`src/rtl/pwmGenPkg.sv`:
```
package pwmGenPkg;

  typedef enum logic [1:0] {
    RAMP_UP     = 2'd0,
    RAMP_DOWN   = 2'd1,
    RAMP_UPDOWN = 2'd2,
    RAMP_UP_ALT = 2'd3
  } rampMode_e;

  // Strobes from the ramp control to the datapath
  typedef struct packed {
    logic load;      // period boundary: capture shadows, restart ramp
    logic step;      // move the counter by one
    logic stepDown;  // direction of the step (1 = decrement)
    logic turnDown;  // leave the rising leg of the up-down ramp
  } rampStrobe_t;

  function automatic rampMode_e normMode(input logic [1:0] m);
    return (m == 2'd3) ? RAMP_UP : rampMode_e'(m);
  endfunction

endpackage

```
`src/rtl/pwmRampCtrl.sv`:
```
module pwmRampCtrl
  import pwmGenPkg::*;
#(
  parameter int CNT_W = 8
) (
  input  logic [CNT_W-1:0] rampCount,
  input  logic [CNT_W-1:0] activePer,
  input  rampMode_e        activeMode,
  input  logic             upLeg,
  output rampStrobe_t      strobes
);

  localparam int EXT_W = CNT_W + 1;

  logic lastUp;

  // next count would reach the period value
  assign lastUp = ({1'b0, rampCount} + EXT_W'(1)) >= {1'b0, activePer};

  always_comb begin
    strobes = '0;
    case (activeMode)
      RAMP_DOWN: begin
        if (rampCount == '0) begin
          strobes.load = 1'b1;
        end else begin
          strobes.step     = 1'b1;
          strobes.stepDown = 1'b1;
        end
      end
      RAMP_UPDOWN: begin
        if (upLeg) begin
          strobes.step     = 1'b1;
          strobes.turnDown = lastUp;
        end else if (rampCount <= CNT_W'(1)) begin
          strobes.load = 1'b1;
        end else begin
          strobes.step     = 1'b1;
          strobes.stepDown = 1'b1;
        end
      end
      default: begin
        if (lastUp) strobes.load = 1'b1;
        else        strobes.step = 1'b1;
      end
    endcase
  end

endmodule

```
`src/rtl/pwmRampDatapath.sv`:
```
module pwmRampDatapath
  import pwmGenPkg::*;
#(
  parameter int CNT_W = 8,
  parameter int DT_W  = 4,
  parameter int CH_N  = 2
) (
  input  logic                      clk,
  input  logic                      rstN,
  input  rampStrobe_t               strobes,
  input  logic [1:0]                modeIn,
  input  logic [CNT_W-1:0]          periodIn,
  input  logic [CNT_W-1:0]          cmpIn,
  input  logic [CH_N-1:0][DT_W-1:0] dtIn,
  output logic [CNT_W-1:0]          rampCount,
  output logic [CNT_W-1:0]          activePer,
  output logic [CNT_W-1:0]          activeCmp,
  output rampMode_e                 activeMode,
  output logic                      upLeg,
  output logic [CH_N-1:0][DT_W-1:0] activeDt,
  output logic [CH_N-1:0]           rawPwm
);

  logic [CNT_W-1:0] perNew;
  rampMode_e        modeNew;
  logic             aHigh;

  assign perNew  = (periodIn == '0) ? CNT_W'(1) : periodIn;
  assign modeNew = normMode(modeIn);

  always_ff @(posedge clk) begin
    if (!rstN) begin
      rampCount  <= '0;
      activePer  <= CNT_W'(1);
      activeCmp  <= '0;
      activeMode <= RAMP_UP;
      upLeg      <= 1'b1;
      activeDt   <= '0;
    end else if (strobes.load) begin
      activePer  <= perNew;
      activeCmp  <= cmpIn;
      activeMode <= modeNew;
      activeDt   <= dtIn;
      upLeg      <= 1'b1;
      rampCount  <= (modeNew == RAMP_DOWN) ? perNew - CNT_W'(1) : '0;
    end else if (strobes.step) begin
      rampCount <= strobes.stepDown ? rampCount - CNT_W'(1) : rampCount + CNT_W'(1);
      if (strobes.turnDown) upLeg <= 1'b0;
    end
  end

  // Falling leg compares inclusively so the up-down pulse is 2*C wide
  assign aHigh  = upLeg ? (rampCount < activeCmp) : (rampCount <= activeCmp);
  assign rawPwm = {~aHigh, aHigh};

endmodule

```
`src/rtl/pwmDeadBand.sv`:
```
module pwmDeadBand #(
  parameter int DT_W = 4
) (
  input  logic            clk,
  input  logic            rstN,
  input  logic            rawIn,
  input  logic [DT_W-1:0] delay,
  output logic            pwmOut
);

  logic [DT_W-1:0] highRun;

  always_ff @(posedge clk) begin
    if (!rstN) begin
      highRun <= '0;
      pwmOut  <= 1'b0;
    end else begin
      pwmOut <= rawIn && (highRun >= delay);
      if (!rawIn)               highRun <= '0;
      else if (highRun != '1)   highRun <= highRun + DT_W'(1);
    end
  end

endmodule

```
`src/rtl/pwmDeadTimeGen.sv`:
```
module pwmDeadTimeGen
  import pwmGenPkg::*;
#(
  parameter int CNT_W = 8,
  parameter int DT_W  = 4
) (
  input  logic             clk,
  input  logic             rstN,
  input  logic             outEn,
  input  logic [1:0]       modeSel,
  input  logic [CNT_W-1:0] periodIn,
  input  logic [CNT_W-1:0] cmpIn,
  input  logic [DT_W-1:0]  deadRiseA,
  input  logic [DT_W-1:0]  deadRiseB,
  output logic             pwmA,
  output logic             pwmB,
  output logic [CNT_W-1:0] rampCount
);

  localparam int CH_N = 2;

  rampStrobe_t               strobes;
  logic [CNT_W-1:0]          activePer;
  logic [CNT_W-1:0]          activeCmp;
  rampMode_e                 activeMode;
  logic                      upLeg;
  logic [CH_N-1:0][DT_W-1:0] dtIn;
  logic [CH_N-1:0][DT_W-1:0] activeDt;
  logic [CH_N-1:0]           rawPwm;
  logic [CH_N-1:0]           bandOut;
  logic                      rawA;

  assign dtIn = {deadRiseB, deadRiseA};
  assign rawA = rawPwm[0];

  pwmRampCtrl #(.CNT_W(CNT_W)) ctrl (
    .rampCount (rampCount),
    .activePer (activePer),
    .activeMode(activeMode),
    .upLeg     (upLeg),
    .strobes   (strobes)
  );

  pwmRampDatapath #(.CNT_W(CNT_W), .DT_W(DT_W), .CH_N(CH_N)) dp (
    .clk       (clk),
    .rstN      (rstN),
    .strobes   (strobes),
    .modeIn    (modeSel),
    .periodIn  (periodIn),
    .cmpIn     (cmpIn),
    .dtIn      (dtIn),
    .rampCount (rampCount),
    .activePer (activePer),
    .activeCmp (activeCmp),
    .activeMode(activeMode),
    .upLeg     (upLeg),
    .activeDt  (activeDt),
    .rawPwm    (rawPwm)
  );

  for (genvar ch = 0; ch < CH_N; ch++) begin : gBand
    pwmDeadBand #(.DT_W(DT_W)) band (
      .clk   (clk),
      .rstN  (rstN),
      .rawIn (rawPwm[ch]),
      .delay (activeDt[ch]),
      .pwmOut(bandOut[ch])
    );
  end

  assign pwmA = bandOut[0] & outEn;
  assign pwmB = bandOut[1] & outEn;

endmodule

```
`config.mk`:
```
export PLATFORM = sky130hd
export DESIGN_NAME = pwmDeadTimeGen
export DESIGN_NICKNAME = d
export VERILOG_FILES = /design/src/rtl/pwmGenPkg.sv /design/src/rtl/pwmRampCtrl.sv /design/src/rtl/pwmRampDatapath.sv /design/src/rtl/pwmDeadBand.sv /design/src/rtl/pwmDeadTimeGen.sv
export SDC_FILE = /design/constraint.sdc
export NUM_CORES = 1
export LEC_CHECK = 0
export ABC_AREA = 1
export BUFFER_PORTS_ARGS = -buffer_cell sky130_fd_sc_hd__buf_2
export CAP_MARGIN = 10
export CORE_ASPECT_RATIO = 1.2
export CORE_MARGIN = 5
export CORE_UTILIZATION = 39
export CTS_CLUSTER_SIZE = 25
export DETAILED_ROUTE_END_ITERATION = 10
export HOLD_SLACK_MARGIN = 0.15
export PLACE_DENSITY_LB_ADDON = 0.1
export RECOVER_POWER = 25
export SLEW_MARGIN = 40
export SYNTH_ARGS = -nofsm -noshare
export SYNTH_HDL_FRONTEND = slang
export SYNTH_SLANG_ARGS = --single-unit
```
`constraint.sdc`:
```
create_clock -name clk -period 2.6 [get_ports clk]
set_input_delay 0.39 -clock clk [delete_from_list [all_inputs] [get_ports clk]]
set_output_delay 0.39 -clock clk [all_outputs]
set_load 0.02 [all_outputs]
```
---- After elaboration in Yosys (flattened, before gate mapping) ----
Index checks and enable logic that the tools add are counted.
storage, ports and cells
  flip-flop bits (word level) ............. 45
  bits in latches ......................... 0
  bits in writable memories ............... 0
  bits in read-only memories .............. 0
  bits of input ports ..................... 29
  output and inout bits ................... 10
  logic and storage cells ................. 62
  memories ................................ 0
operators by class
  $add $sub $neg .......................... 6
  $mul .................................... 0
  div/mod/pow operators ................... 0
  order comparisons ....................... 6
  eq/ne operators ......................... 6
  shift-type cells ........................ 0
  mux-type cells .......................... 20
  bitwise operators ....................... 4
  reduce and logical (&&, ||, !) cells .... 9
operators by type and width
  cell                                                                   number
  8-bit two-way mux                                                      5
  8-bit logical NOT                                                      2
  8-bit by 1-bit subtractor with 8-bit output, second input constant     2
  1-bit two-way mux                                                      10
  8-bit by 1-bit adder with 9-bit output, second input constant          1
  9-bit by 8-bit >= comparator with 1-bit output                         1
  4-bit by 1-bit adder with 4-bit output, second input constant          2
  8-bit by 1-bit adder with 8-bit output, second input constant          1
  4-bit >= comparator                                                    2
  8-bit by 1-bit <= comparator with 1-bit output, second input constant  1
  8-bit <= comparator                                                    1
  8-bit less-than comparator                                             1
  4-bit inequality test, second input constant                           2
  2-bit two-way mux                                                      3
  2-bit by 1-bit == test with 1-bit output, second input constant        2
  2-bit == test, second input constant                                   2
  2-bit case mux with 2 select lines                                     1
  2-bit AND reduction                                                    2
  2-bit OR reduction                                                     2
  1-bit bitwise AND                                                      2
  1-bit logical AND                                                      2
  1-bit NOT                                                              2
  1-bit case mux with 2 select lines                                     1
  2-bit nonzero test                                                     1

---- Logic depth before layout (Yosys ltp) ----
Gate-level depths: netlist (run 1).
  depth in word-level cells ............... 7
  gate-level depth with buffers ........... 19
  gate-level depth less buffers ........... 17

---- Cells and area by module ----
A second synthesis (run 1) with hierarchy kept.
second synthesis, totals
  cell total of the unflattened synthesis .. 474
  area, all modules ....................... 3178.0 µm²
modules (own cells, without submodules)
  module           instances  cells each  area an instance (µm²)  sequential area each (µm²)
  pwmRampDatapath  1          296         2019.4                  700.7
  pwmDeadBand      2          42          310.3                   100.1
  pwmRampCtrl      1          90          523.0                   0.0
  pwmDeadTimeGen   1          4           15.0                    0.0

---- Worst setup path before layout (run 1) ----
OpenSTA, ideal clock, no wires.
  kind .................................... register to register
  start ................................... register dp.rampCount[2]
  end ..................................... register dp.activeCmp[4]
  setup time .............................. 70 ps
  arrival time ............................ 2449 ps
  required time ........................... 2530 ps
  slack ................................... 81 ps
  stages on the path, launching flop included .. 17
  buffers on the path ..................... 2
  period minus slack after synthesis ...... 2519 ps
  cell sequence ........................... dfxtp_1 -> buf_6 -> nand3_1 -> or2_2 -> xor2_1 -> inv_1 -> ha_1 -> nor2_1 -> nand2_1 -> a21oi_1 -> nand2_1 -> nand2_1 -> nand2_4 -> nand2_4 -> clkbuf_1 -> o21ai_0 -> a21oi_1
between the ends
  longest elaborated chain between the ends .. 4
  elaborated cells between the ends (all ways) .. 9
  those cells by class .................... add/sub (1); order compare (2); mux (5); reduce/logical (1)
RTL lines
  element                                                                                                          line                                  RTL
  from (decl)                                                                                                      pwmRampDatapath.sv:15                 output logic [CNT_W-1:0] rampCount,
  from (signal assigned)                                                                                           pwmRampDatapath.sv:45                 rampCount <= (modeNew == RAMP_DOWN) ? perNew - CNT_W'(1) : '0;
  from (signal assigned)                                                                                           pwmRampDatapath.sv:47                 rampCount <= strobes.stepDown ? rampCount - CNT_W'(1) : rampCount + CNT_W'(1);
  8-bit by 1-bit adder with 9-bit output / 8-bit by 1-bit <= comparator with 1-bit output (equally long branches)  pwmRampCtrl.sv:18, pwmRampCtrl.sv:35
  9-bit by 8-bit >= comparator with 1-bit output / 1-bit two-way mux (equally long branches)                       pwmRampCtrl.sv:18, pwmRampCtrl.sv:35
  1-bit two-way mux, on equally long branches                                                                      pwmRampCtrl.sv:43, pwmRampCtrl.sv:32
  2-bit case mux with 2 select lines *                                                                             pwmRampCtrl.sv:22                     case (activeMode)
  to (signal assigned)                                                                                             pwmRampDatapath.sv:41                 activeCmp <= cmpIn;
  to (decl)                                                                                                        pwmRampDatapath.sv:17                 output logic [CNT_W-1:0] activeCmp,
Mark *: on every way between the ends. The rest lies on a longest branch, timed or not.
A chain may end at the register's enable or synchronous reset.

---- Worst setup path in the final report (run 1) ----
  start ................................... register dp.rampCount[6]
  end ..................................... register dp.rampCount[7]
between the ends
  longest elaborated chain between the ends .. 7
  elaborated cells between the ends (all ways) .. 21
  those cells by class .................... add/sub (3); order compare (2); mux (14); reduce/logical (2)
RTL lines
  element
  parallel branches: the longest is 7 deep, another holds 8-bit by 1-bit adder with 9-bit output
Parallel ways; which one is timed is not known. The select of a mux whose other input is x is not followed.

==> flow_summary.yaml, run 1 <==
status:
  outcome: "complete, no violations"
die:
  initial_core_util_pct: 39.7
  die_area_um2: 9680
  die_w_um: 90.7
  io_pins: 39
  num_rows: 35
  fp.coreArea_um2: 7660
  die_y_um: 107
route:
  route.detailed.drc: 0
  wl_per_cell_um: 13.2
  ant_nets: 0
  avgViaCountPerCell: 4.85
  dr.pass1.iters: 4
  drt_wl_total_um: 7760
  vias: 2853
  drt_iter0_drc: 62
global_routing:
  grt_pass1_vias: 2833
  grt_pass1_wl_um: 12700
  grt_max_degree: 33
  grt.total_usage_pct: 16.1
  antenna_found_initial: 0
  grt_overflow_total: 0
power_and_ir_drop:
  p_per_area_nw_per_um2: 1260
  leakage_nw: 1.84
  max-vdd-ir-drop_mv: 0.605
critical_path:
  worst-setup-path-type: "reg -> reg"
  crit_chain: "clkbuf_1, xor2_2, ha_1, nand2_1, nand2_1, a21oi_1, nand2_1, nand2_2, nand2_4, nand2_8, buf_12, inv_2, nor2_1, nor2_1, nor2_1"
  cpPeakStageDelay_ps: 480
  crit_family: "simple AND/OR/NAND/NOR gates"
  slowest_stage: "clkbuf_1"
  worstPathArrival_ps: 2610
  path_buf_inv: 3
  cp-start-kind: "flop"
  crit_required_ps: 2850
  end_kind: "flop"
  cp_max_fo: 18
sta:
  slew_viol_final: 0
  relSlewSlack_pct: 59.5
  post-route-min-period_ps: 2360
  fin_setup_tns_ps: 0
  finClkSkew_ps: 5.83
  tightest_slew_ps: 607
  timing.fmax_ghz: 0.423
  hold_violations: 0
  hold_slack_ps: 335
  setup_viol: 0
  post-route-period-util_pct: 90.8
logic_synthesis:
  seq_area_frac_synth_pct: 29.6
  ys_types: 34
  synthesis.nets: 500
  synthCells: 438
  yosys_warnings: 0
  syn_avg_cell_area_um2: 6.95
  syn_area_um2: 3040
  synth-seq-cells: 45
clock_network:
  clock_sinks: 45
  cts_buffers: 5
  insertion_delay_ps: 300
  h-tree-depth: 2
  cts_max_path_buffers: 2
  cts_root_buf: "clkbuf_8"
  clkSlewWorstSetupHoldPaths_ps: 90
  cts_tree: "yes"
final_layout:
  nets: 557
  area_growth_pct: 20.1
  diodes: 0
  drive_gt1_share_pct: 18.3
  fill_cells: 810
  regArea_um2: 913
  stdcell_count: 588
  multi_input_area_um2: 1840
hold_path:
  min_path_type: "in -> reg"
place:
  globalplace.congestion: 0.919
  dp.cells: 576
  port_buffers: 38
  place_hpwl_um: 6220
run:
  maxCapViolCount: 0
-- worst register-to-register path, delay by kind of cell (launching register included) --
family | cells | cell delay, ps
AO/OA/AOI/OAI | 1 | 110
flip-flops | 1 | 340
buffers and inverters | 3 | 700
XOR/XNOR | 1 | 210
adder cells (fa/ha/maj) | 1 | 260
AND/OR/NAND/NOR | 9 | 690
-- where the power goes --
group          switching (mW)  internal [mW]  leakage (nW)
Combinational            1.73           1.20          1.40
Clock                   0.260          0.387        0.0687
Sequential              0.105          0.924         0.374
-- cell families (layout without fill, tap and decap cells) --
| logic type | Yosys count | count (layout) | synth area share (%) |
|---|---|---|---|
| AND/OR/NAND/NOR | 179 | 179 | 26.2 |
| AO/OA/AOI/OAI | 87 | 87 | 15.6 |
| buffers and inverters | 80 | 138 | 10.9 |
| multiplexers | 2 | 2 | 0.658 |
| adder cells (fa/ha/maj) | 33 | 33 | 13.6 |
| XOR/XNOR | 12 | 12 | 3.45 |
| flip-flops | 45 | 45 | 29.6 |
-- final timing paths --
path | startpoint | endpoint | slack, ps | cells past startpoint
max | dp.rampCount[6]$_SDFFE_PN0P_ | dp.rampCount[7]$_SDFFE_PN0P_ | 240 | 15
min | deadRiseA[0] | dp.activeDt[0]$_SDFFE_PN0N_ | 340 | 3
max reg2reg | dp.rampCount[6]$_SDFFE_PN0P_ | dp.rampCount[7]$_SDFFE_PN0P_ | 240 | 15
min reg2reg | dp.activePer[3]$_SDFFE_PN0N_ | dp.activePer[3]$_SDFFE_PN0N_ | 470 | 2
-- routing by layer --
metal	routed length (um)	global-route usage (%)
met2	3910	30.6
met4	141	4.79
met1	3460	17.9
met5	0	0
met3	241	3.23
-- placed cells by master (no fill, tap or decap), types with 19 or more instances in the layout --
master   instances
a21oi_1         40
nand2_1         79
buf_4           19
nor2_1          44
dfxtp_1         39
nand3_1         29
inv_1           66
o21ai_0         29
ha_1            32
buf_2           31
-- cells in the mapped netlist (all sizes together) --
library cell | number | share of area (%)
nand2 | 84 | 11
inv | 69 | 8.5
nor2 | 49 | 6.9
dfxtp | 45 | 30
a21oi | 41 | 6.9
o21ai | 36 | 6.3
ha | 33 | 14
nand3 | 32 | 5.6
xor2 | 10 | 2.9
buf | 6 | 1.8
nor3 | 6 | 0.99
clkbuf | 5 | 0.62
nand4 | 4 | 0.82
or2 | 3 | 0.62
a21boi | 2 | 0.49
mux2i | 2 | 0.66
o21a | 2 | 0.49
xnor2 | 2 | 0.58
a31oi | 1 | 0.21
nand3b | 1 | 0.25
o211ai | 1 | 0.25
o21bai | 1 | 0.25
o221ai | 1 | 0.29
o22ai | 1 | 0.21
o31ai | 1 | 0.25
-- sequential cells by signal (all words and copies together), names as in the netlist --
signal              count
gBand.band.pwmOut       2
dp.activeDt             8
dp.activeMode           2
dp.rampCount            8
dp.upLeg                1
gBand.band.highRun      8
dp.activeCmp            8
dp.activePer            8
-- cell type report --
type                            instances  share of cell area, %
Clock buffer                            5                   1.88
Clock inverter                          3                   1.88
Inverter                               69                   7.08
Multi-Input combinational cell        313                   50.4
Sequential cell                        45                   25.0
Tap cell                               92                   3.15
Timing Repair Buffer                   61                   10.6
-- through the flow --
stage / utilization [%] / area, um2 / total power, mW / setup slack (ps)
after CTS: 46.7 / 3580 / 4.45 / 26.8
final: 47.7 / 3660 / 4.61 / 238
after global routing: 47.7 / 3660 / 5.07 / -35.6
after global placement: 44.9 / 3440 / 3.74 / 17.3
after detailed placement: 44.9 / 3440 / 3.79 / -20.6
after floorplan: - / 3040 / 3.01 / 80.8
-- repair_timing --
item                                   in CTS  in global routing
setup buffers                               0                  4
pin swaps                                   0                  0
hold buffers                                0                  0
gates resized for setup                     1                 19
endpoints found under the hold margin       0                  0
setup endpoints to repair                  19                 35
Power figures use the tool's default switching activity.
==> inputs of run 2 (changes only) <==
--- a/config.mk
+++ b/config.mk
@@ -8,13 +8,13 @@
 export ABC_AREA = 1
 export BUFFER_PORTS_ARGS = -buffer_cell sky130_fd_sc_hd__buf_2
 export CAP_MARGIN = 10
-export CORE_ASPECT_RATIO = 1.2
+export CORE_ASPECT_RATIO = 1.1
 export CORE_MARGIN = 5
 export CORE_UTILIZATION = 39
 export CTS_CLUSTER_SIZE = 25
 export DETAILED_ROUTE_END_ITERATION = 10
 export HOLD_SLACK_MARGIN = 0.15
-export PLACE_DENSITY_LB_ADDON = 0.1
+export PLACE_DENSITY = 0.67
 export RECOVER_POWER = 25
 export SLEW_MARGIN = 40
 export SYNTH_ARGS = -nofsm -noshare
==> flow_summary.yaml, run 2 (synthesis gave the netlist of run 1 again) <==
power_and_ir_drop:
  leakage_nw: 1.79
  p_per_area_nw_per_um2: 1250
  max-vdd-ir-drop_mv: 0.515
place:
  place_hpwl_um: 5830
  port_buffers: 38
  globalplace.congestion: 0.915
  pre_cts_ws_ps: -25.4
  dpl_cell_area_um2: 3390
clock_network:
  cts_root_buf: "clkbuf_8"
  cts_tree: "yes"
  h-tree-depth: 2
  cts_max_path_buffers: 2
  hold_buffers: 0
  cts_buffers: 5
  clock_sinks: 45
  insertion_delay_ps: 300
  clkSlewWorstSetupHoldPaths_ps: 90
die:
  die_w_um: 94.2
  initial_core_util_pct: 40.5
  io_pins: 39
  die_area_um2: 9670
  num_rows: 33
  die_y_um: 103
  fp.coreArea_um2: 7510
critical_path:
  cp-start-kind: "flop"
  crit_chain: "nand3_1, or2_4, xor2_2, inv_1, ha_1, nor2_1, nand2_1, a21oi_1, nand2_1, nand2_1, nand2_4, buf_4, nand2_1, nand3_1, a21oi_1"
  worst-setup-path-type: "reg -> reg"
  crit_family: "simple AND/OR/NAND/NOR gates"
  end_kind: "flop"
  crit_required_ps: 2820
  cp_max_fo: 9
  r2r-end: "dp.rampCount[6]$_SDFFE_PN0P_"
  reg2reg_depth: 15
  r2r_start: "dp.rampCount[2]$_SDFFE_PN0P_"
  worst_setup_path_endpoint: "dp.rampCount[6]$_SDFFE_PN0P_"
  slowest_stage: "dfxtp_4"
  crit_top_cell: "nand2_1"
  cpPeakStageDelay_ps: 380
  path_buf_inv: 2
  startpoint: "dp.rampCount[2]$_SDFFE_PN0P_"
  rrSetupSlack_ps: 230
  worstPathArrival_ps: 2600
  timing.critical_path.depth: 15
sta:
  slew_viol_final: 0
  rsz0062_at_grt: "no"
  timing.fmax_ghz: 0.422
  finClkSkew_ps: 8.67
  post-route-period-util_pct: 91.2
  relSlewSlack_pct: 61.3
  hold_slack_ps: 358
  fin_ws_ps: 228
  tightest_slew_ps: 580
  fin_setup_tns_ps: 0
  hold_violations: 0
  setup_viol: 0
  post-route-min-period_ps: 2370
final_layout:
  multi_input_area_um2: 1850
  mostFrequentLayoutCells: "80 x nand2_1, 66 x inv_1, 44 x nor2_1, 41 x dfxtp_1, 40 x a21oi_1"
  drive_gt1_share_pct: 15.7
  nets: 546
  area_growth_pct: 17.9
  regArea_um2: 908
  finalInstanceArea_um2: 3590
  diodes: 0
  fin_util_pct: 47.8
  fill_cells: 774
  mostFrequentLayoutCell: "nand2_1"
global_routing:
  antenna_found_initial: 0
  grt_overflow_total: 0
  grt_pass1_vias: 2668
  grt.total_usage_pct: 16.0
  grt_max_degree: 33
  grt_pass1_wl_um: 12300
route:
  wl_per_cell_um: 12.7
  route.detailed.drc: 0
  drt_iter0_drc: 136
  vias: 2838
  dr.pass1.iters: 4
  drt_wl_total_um: 7470
  ant_nets: 0
  avgViaCountPerCell: 4.81
run:
  maxCapViolCount: 0
hold_path:
  min_path_type: "in -> reg"
status:
  outcome: "complete, no violations"
-- run 2: layer usage --
layer	wire, um	GRT usage, %	up-vias
met3	383	2.92	8
met2	3680	28.3	60
met5	0	0	-
met4	60	3.78	0
met1	3350	20.1	1265
li1	-	-	1505
-- run 2: how the worst min path moves through the flow --
stage                                             from                           end  slack, ps  cells past startpoint
after floorplan           dp.activeCmp[1]$_SDFFE_PN0N_  dp.activeCmp[1]$_SDFFE_PN0N_        430                      2
after global placement    dp.activeCmp[5]$_SDFFE_PN0N_  dp.activeCmp[5]$_SDFFE_PN0N_        450                      2
after detailed placement  dp.activeCmp[5]$_SDFFE_PN0N_  dp.activeCmp[5]$_SDFFE_PN0N_        460                      2
after CTS                                     cmpIn[0]  dp.activeCmp[0]$_SDFFE_PN0N_        360                      3
after global routing                      deadRiseB[0]   dp.activeDt[4]$_SDFFE_PN0N_        360                      3
final                                     deadRiseA[0]   dp.activeDt[0]$_SDFFE_PN0N_        360                      3
-- run 2: what timing repair did --
action                                  CTS  global route
resized for setup                         2             9
gates cloned                              0             1
endpoints found under the setup margin    3            34
setup buffers                             0             1
-- run 2: worst register-to-register path: stages (launching register included) --
cell and delay, ps:
dfxtp_4 380, nand3_1 140, or2_4 300, xor2_2 150
inv_1 60, ha_1 190, nor2_1 100, nand2_1 50
a21oi_1 110, nand2_1 70, nand2_1 110, nand2_4 90
buf_4 170, nand2_1 80, nand3_1 120, a21oi_1 170
-- run 2: final cells by class --
class	instances	area share, %
timing repair buffer	50	8.99
tap	105	3.66
clock buffer	7	2.41
multi-input combinational	313	51.6
inverter	69	7.22
sequential	45	25.3
clock inverter	1	0.837
-- run 2: power by group --
group	leakage, nW	switching, mW	internal [mW]
Clock	0.0585	0.236	0.314
Sequential	0.372	0.112	0.922
Combinational	1.36	1.71	1.19
Total	1.79	2.06	2.42
-- run 2: per-stage QoR --
stage	cells	power [mW]
floorplan	438	3.01
CTS	588	4.21
detailed placement	580	3.64
global route	590	4.92
global placement	580	3.56
finish	590	4.48
==> inputs of run 3 (changes only) <==
--- a/config.mk
+++ b/config.mk
@@ -7,14 +7,13 @@
 export LEC_CHECK = 0
 export ABC_AREA = 1
 export BUFFER_PORTS_ARGS = -buffer_cell sky130_fd_sc_hd__buf_2
-export CAP_MARGIN = 10
-export CORE_ASPECT_RATIO = 1.1
+export CAP_MARGIN = 20
+export CORE_ASPECT_RATIO = 0.75
 export CORE_MARGIN = 5
 export CORE_UTILIZATION = 39
 export CTS_CLUSTER_SIZE = 25
 export DETAILED_ROUTE_END_ITERATION = 10
 export HOLD_SLACK_MARGIN = 0.15
-export PLACE_DENSITY = 0.67
 export RECOVER_POWER = 25
 export SLEW_MARGIN = 40
 export SYNTH_ARGS = -nofsm -noshare
==> flow_summary.yaml, run 3 (synthesis gave the netlist of run 1 again) <==
place:
  globalplace.congestion: 0.873
  dpl_cell_area_um2: 3390
  place_hpwl_um: 5840
  port_buffers: 38
global_routing:
  grt_max_degree: 33
  grt_pass1_wl_um: 12500
  grt_pass1_vias: 2620
  grt.total_usage_pct: 15.9
  grt_overflow_total: 0
  antenna_found_initial: 0
clock_network:
  cts_tree: "yes"
  insertion_delay_ps: 300
  h-tree-depth: 2
  cts_root_buf: "clkbuf_8"
  clkSlewWorstSetupHoldPaths_ps: 90
  clock_sinks: 45
  cts_max_path_buffers: 2
  cts_buffers: 5
power_and_ir_drop:
  max-vdd-ir-drop_mv: 0.671
  leakage_nw: 1.81
  p_per_area_nw_per_um2: 1260
  p_total_mw: 4.56
sta:
  finClkSkew_ps: 6.43
  relSlewSlack_pct: 63.9
  timing.fmax_ghz: 0.412
  post-route-period-util_pct: 93.4
  setup_viol: 0
  slew_viol_final: 0
  post-route-min-period_ps: 2430
  hold_violations: 0
  tightest_slew_ps: 542
route:
  avgViaCountPerCell: 4.87
  route.detailed.drc: 0
  drt_iter0_drc: 222
  vias: 2866
  ant_nets: 0
  dr.pass1.iters: 5
  drt_wl_total_um: 7560
  wl_per_cell_um: 12.8
hold_path:
  min_path_type: "in -> reg"
  hold_depth: 3
  min_from: "deadRiseB[0]"
  whs_endpoint: "dp.activeDt[4]$_SDFFE_PN0N_"
critical_path:
  cp-start-kind: "flop"
  reg2reg_depth: 15
  rrSetupSlack_ps: 170
  r2r-end: "dp.rampCount[6]$_SDFFE_PN0P_"
  worstPathArrival_ps: 2660
  cp_max_fo: 9
  end_kind: "flop"
  crit_required_ps: 2830
  r2r_start: "dp.rampCount[2]$_SDFFE_PN0P_"
  worst-setup-path-type: "reg -> reg"
die:
  initial_core_util_pct: 40.8
  die_y_um: 86.5
  fp.coreArea_um2: 7470
  die_w_um: 112
  die_area_um2: 9690
  num_rows: 27
  io_pins: 39
final_layout:
  drive_gt1_share_pct: 17.0
  finalInstanceArea_um2: 3610
  mostFrequentLayoutCells: "79 x nand2_1, 66 x inv_1, 44 x nor2_1, 40 x dfxtp_1, 39 x a21oi_1"
  area_growth_pct: 18.6
  nets: 549
  mostFrequentLayoutCell: "nand2_1"
  diodes: 0
run:
  maxCapViolCount: 0
status:
  outcome: "complete, no violations"
-- run 3: what timing repair did --
item	4_1_cts	5_1_grt
endpoints found under the setup margin	1	34
pin swaps	0	4
hold buffers	0	0
buffers inserted	0	2
cloned	0	1
resized for setup	3	12
-- run 3: cell type report --
type	instances	area, um2
fillers	779	3860
multi-input cells	313	1840
flip-flops and latches	45	910
repair buffers	53	334
inverters	69	259
well taps	101	126
clock buffers	5	68.8
clock inverters	3	68.8
-- run 3: through the flow --
stage / util (%) / setup WS (ps) / TNS [ps] / hold slack (ps) / instances
3_5_place_dp: 45.4 / -12.8 / -12.8 / 455 / 578
5_1_grt: 48.3 / -34.7 / -278 / 342 / 589
4_1_cts: 47.3 / 26.8 / 0 / 348 / 586
3_3_place_gp: 45.4 / 74.8 / 0 / 450 / 578
2_1_floorplan: - / 80.8 / 0 / 433 / 438
6_report: 48.3 / 173 / 0 / 352 / 589
-- run 3: critical path, stage by stage, from the launching register on --
cell     delay [ps]
dfxtp_4         380
nand3_1         130
or2_2           350
xor2_2          160
inv_1           100
ha_1            200
nor2_1          110
nand2_1          70
a21oi_1         110
nand2_1          80
nand2_2          90
nand2_4          70
buf_4           170
nand2_1          80
nand3_1         100
a21oi_2         160
-- run 3: report_power, final --
| group | leakage, nW | internal, mW | total [mW] | switching [mW] |
|---|---|---|---|---|
| sequential | 0.373 | 0.922 | 1.03 | 0.111 |
| combinational | 1.37 | 1.14 | 2.88 | 1.75 |
| clock | 0.0687 | 0.387 | 0.647 | 0.260 |
| total | 1.81 | 2.44 | 4.56 | 2.12 |
-- run 3: routing by layer --
layer,track usage [%],share of wire (%),up-vias
met5,0,0,-
met4,5.13,1.5,0
met3,3.07,5.3,8
met2,23.6,41,64
met1,23.1,52,1280
li1,-,-,1514
-- run 3: worst max path at each step --
stage	from	endpoint	depth (start not counted)
3_5_place_dp	dp.rampCount[2]$_SDFFE_PN0P_	dp.rampCount[6]$_SDFFE_PN0P_	15
3_3_place_gp	dp.rampCount[4]$_SDFFE_PN0P_	dp.rampCount[6]$_SDFFE_PN0P_	15
2_1_floorplan	dp.rampCount[2]$_SDFFE_PN0P_	dp.activeCmp[4]$_SDFFE_PN0N_	16
5_1_grt	dp.rampCount[0]$_SDFFE_PN0P_	dp.rampCount[0]$_SDFFE_PN0P_	15
4_1_cts	dp.rampCount[1]$_SDFFE_PN0P_	dp.rampCount[6]$_SDFFE_PN0P_	15
6_report	dp.rampCount[2]$_SDFFE_PN0P_	dp.rampCount[6]$_SDFFE_PN0P_	15
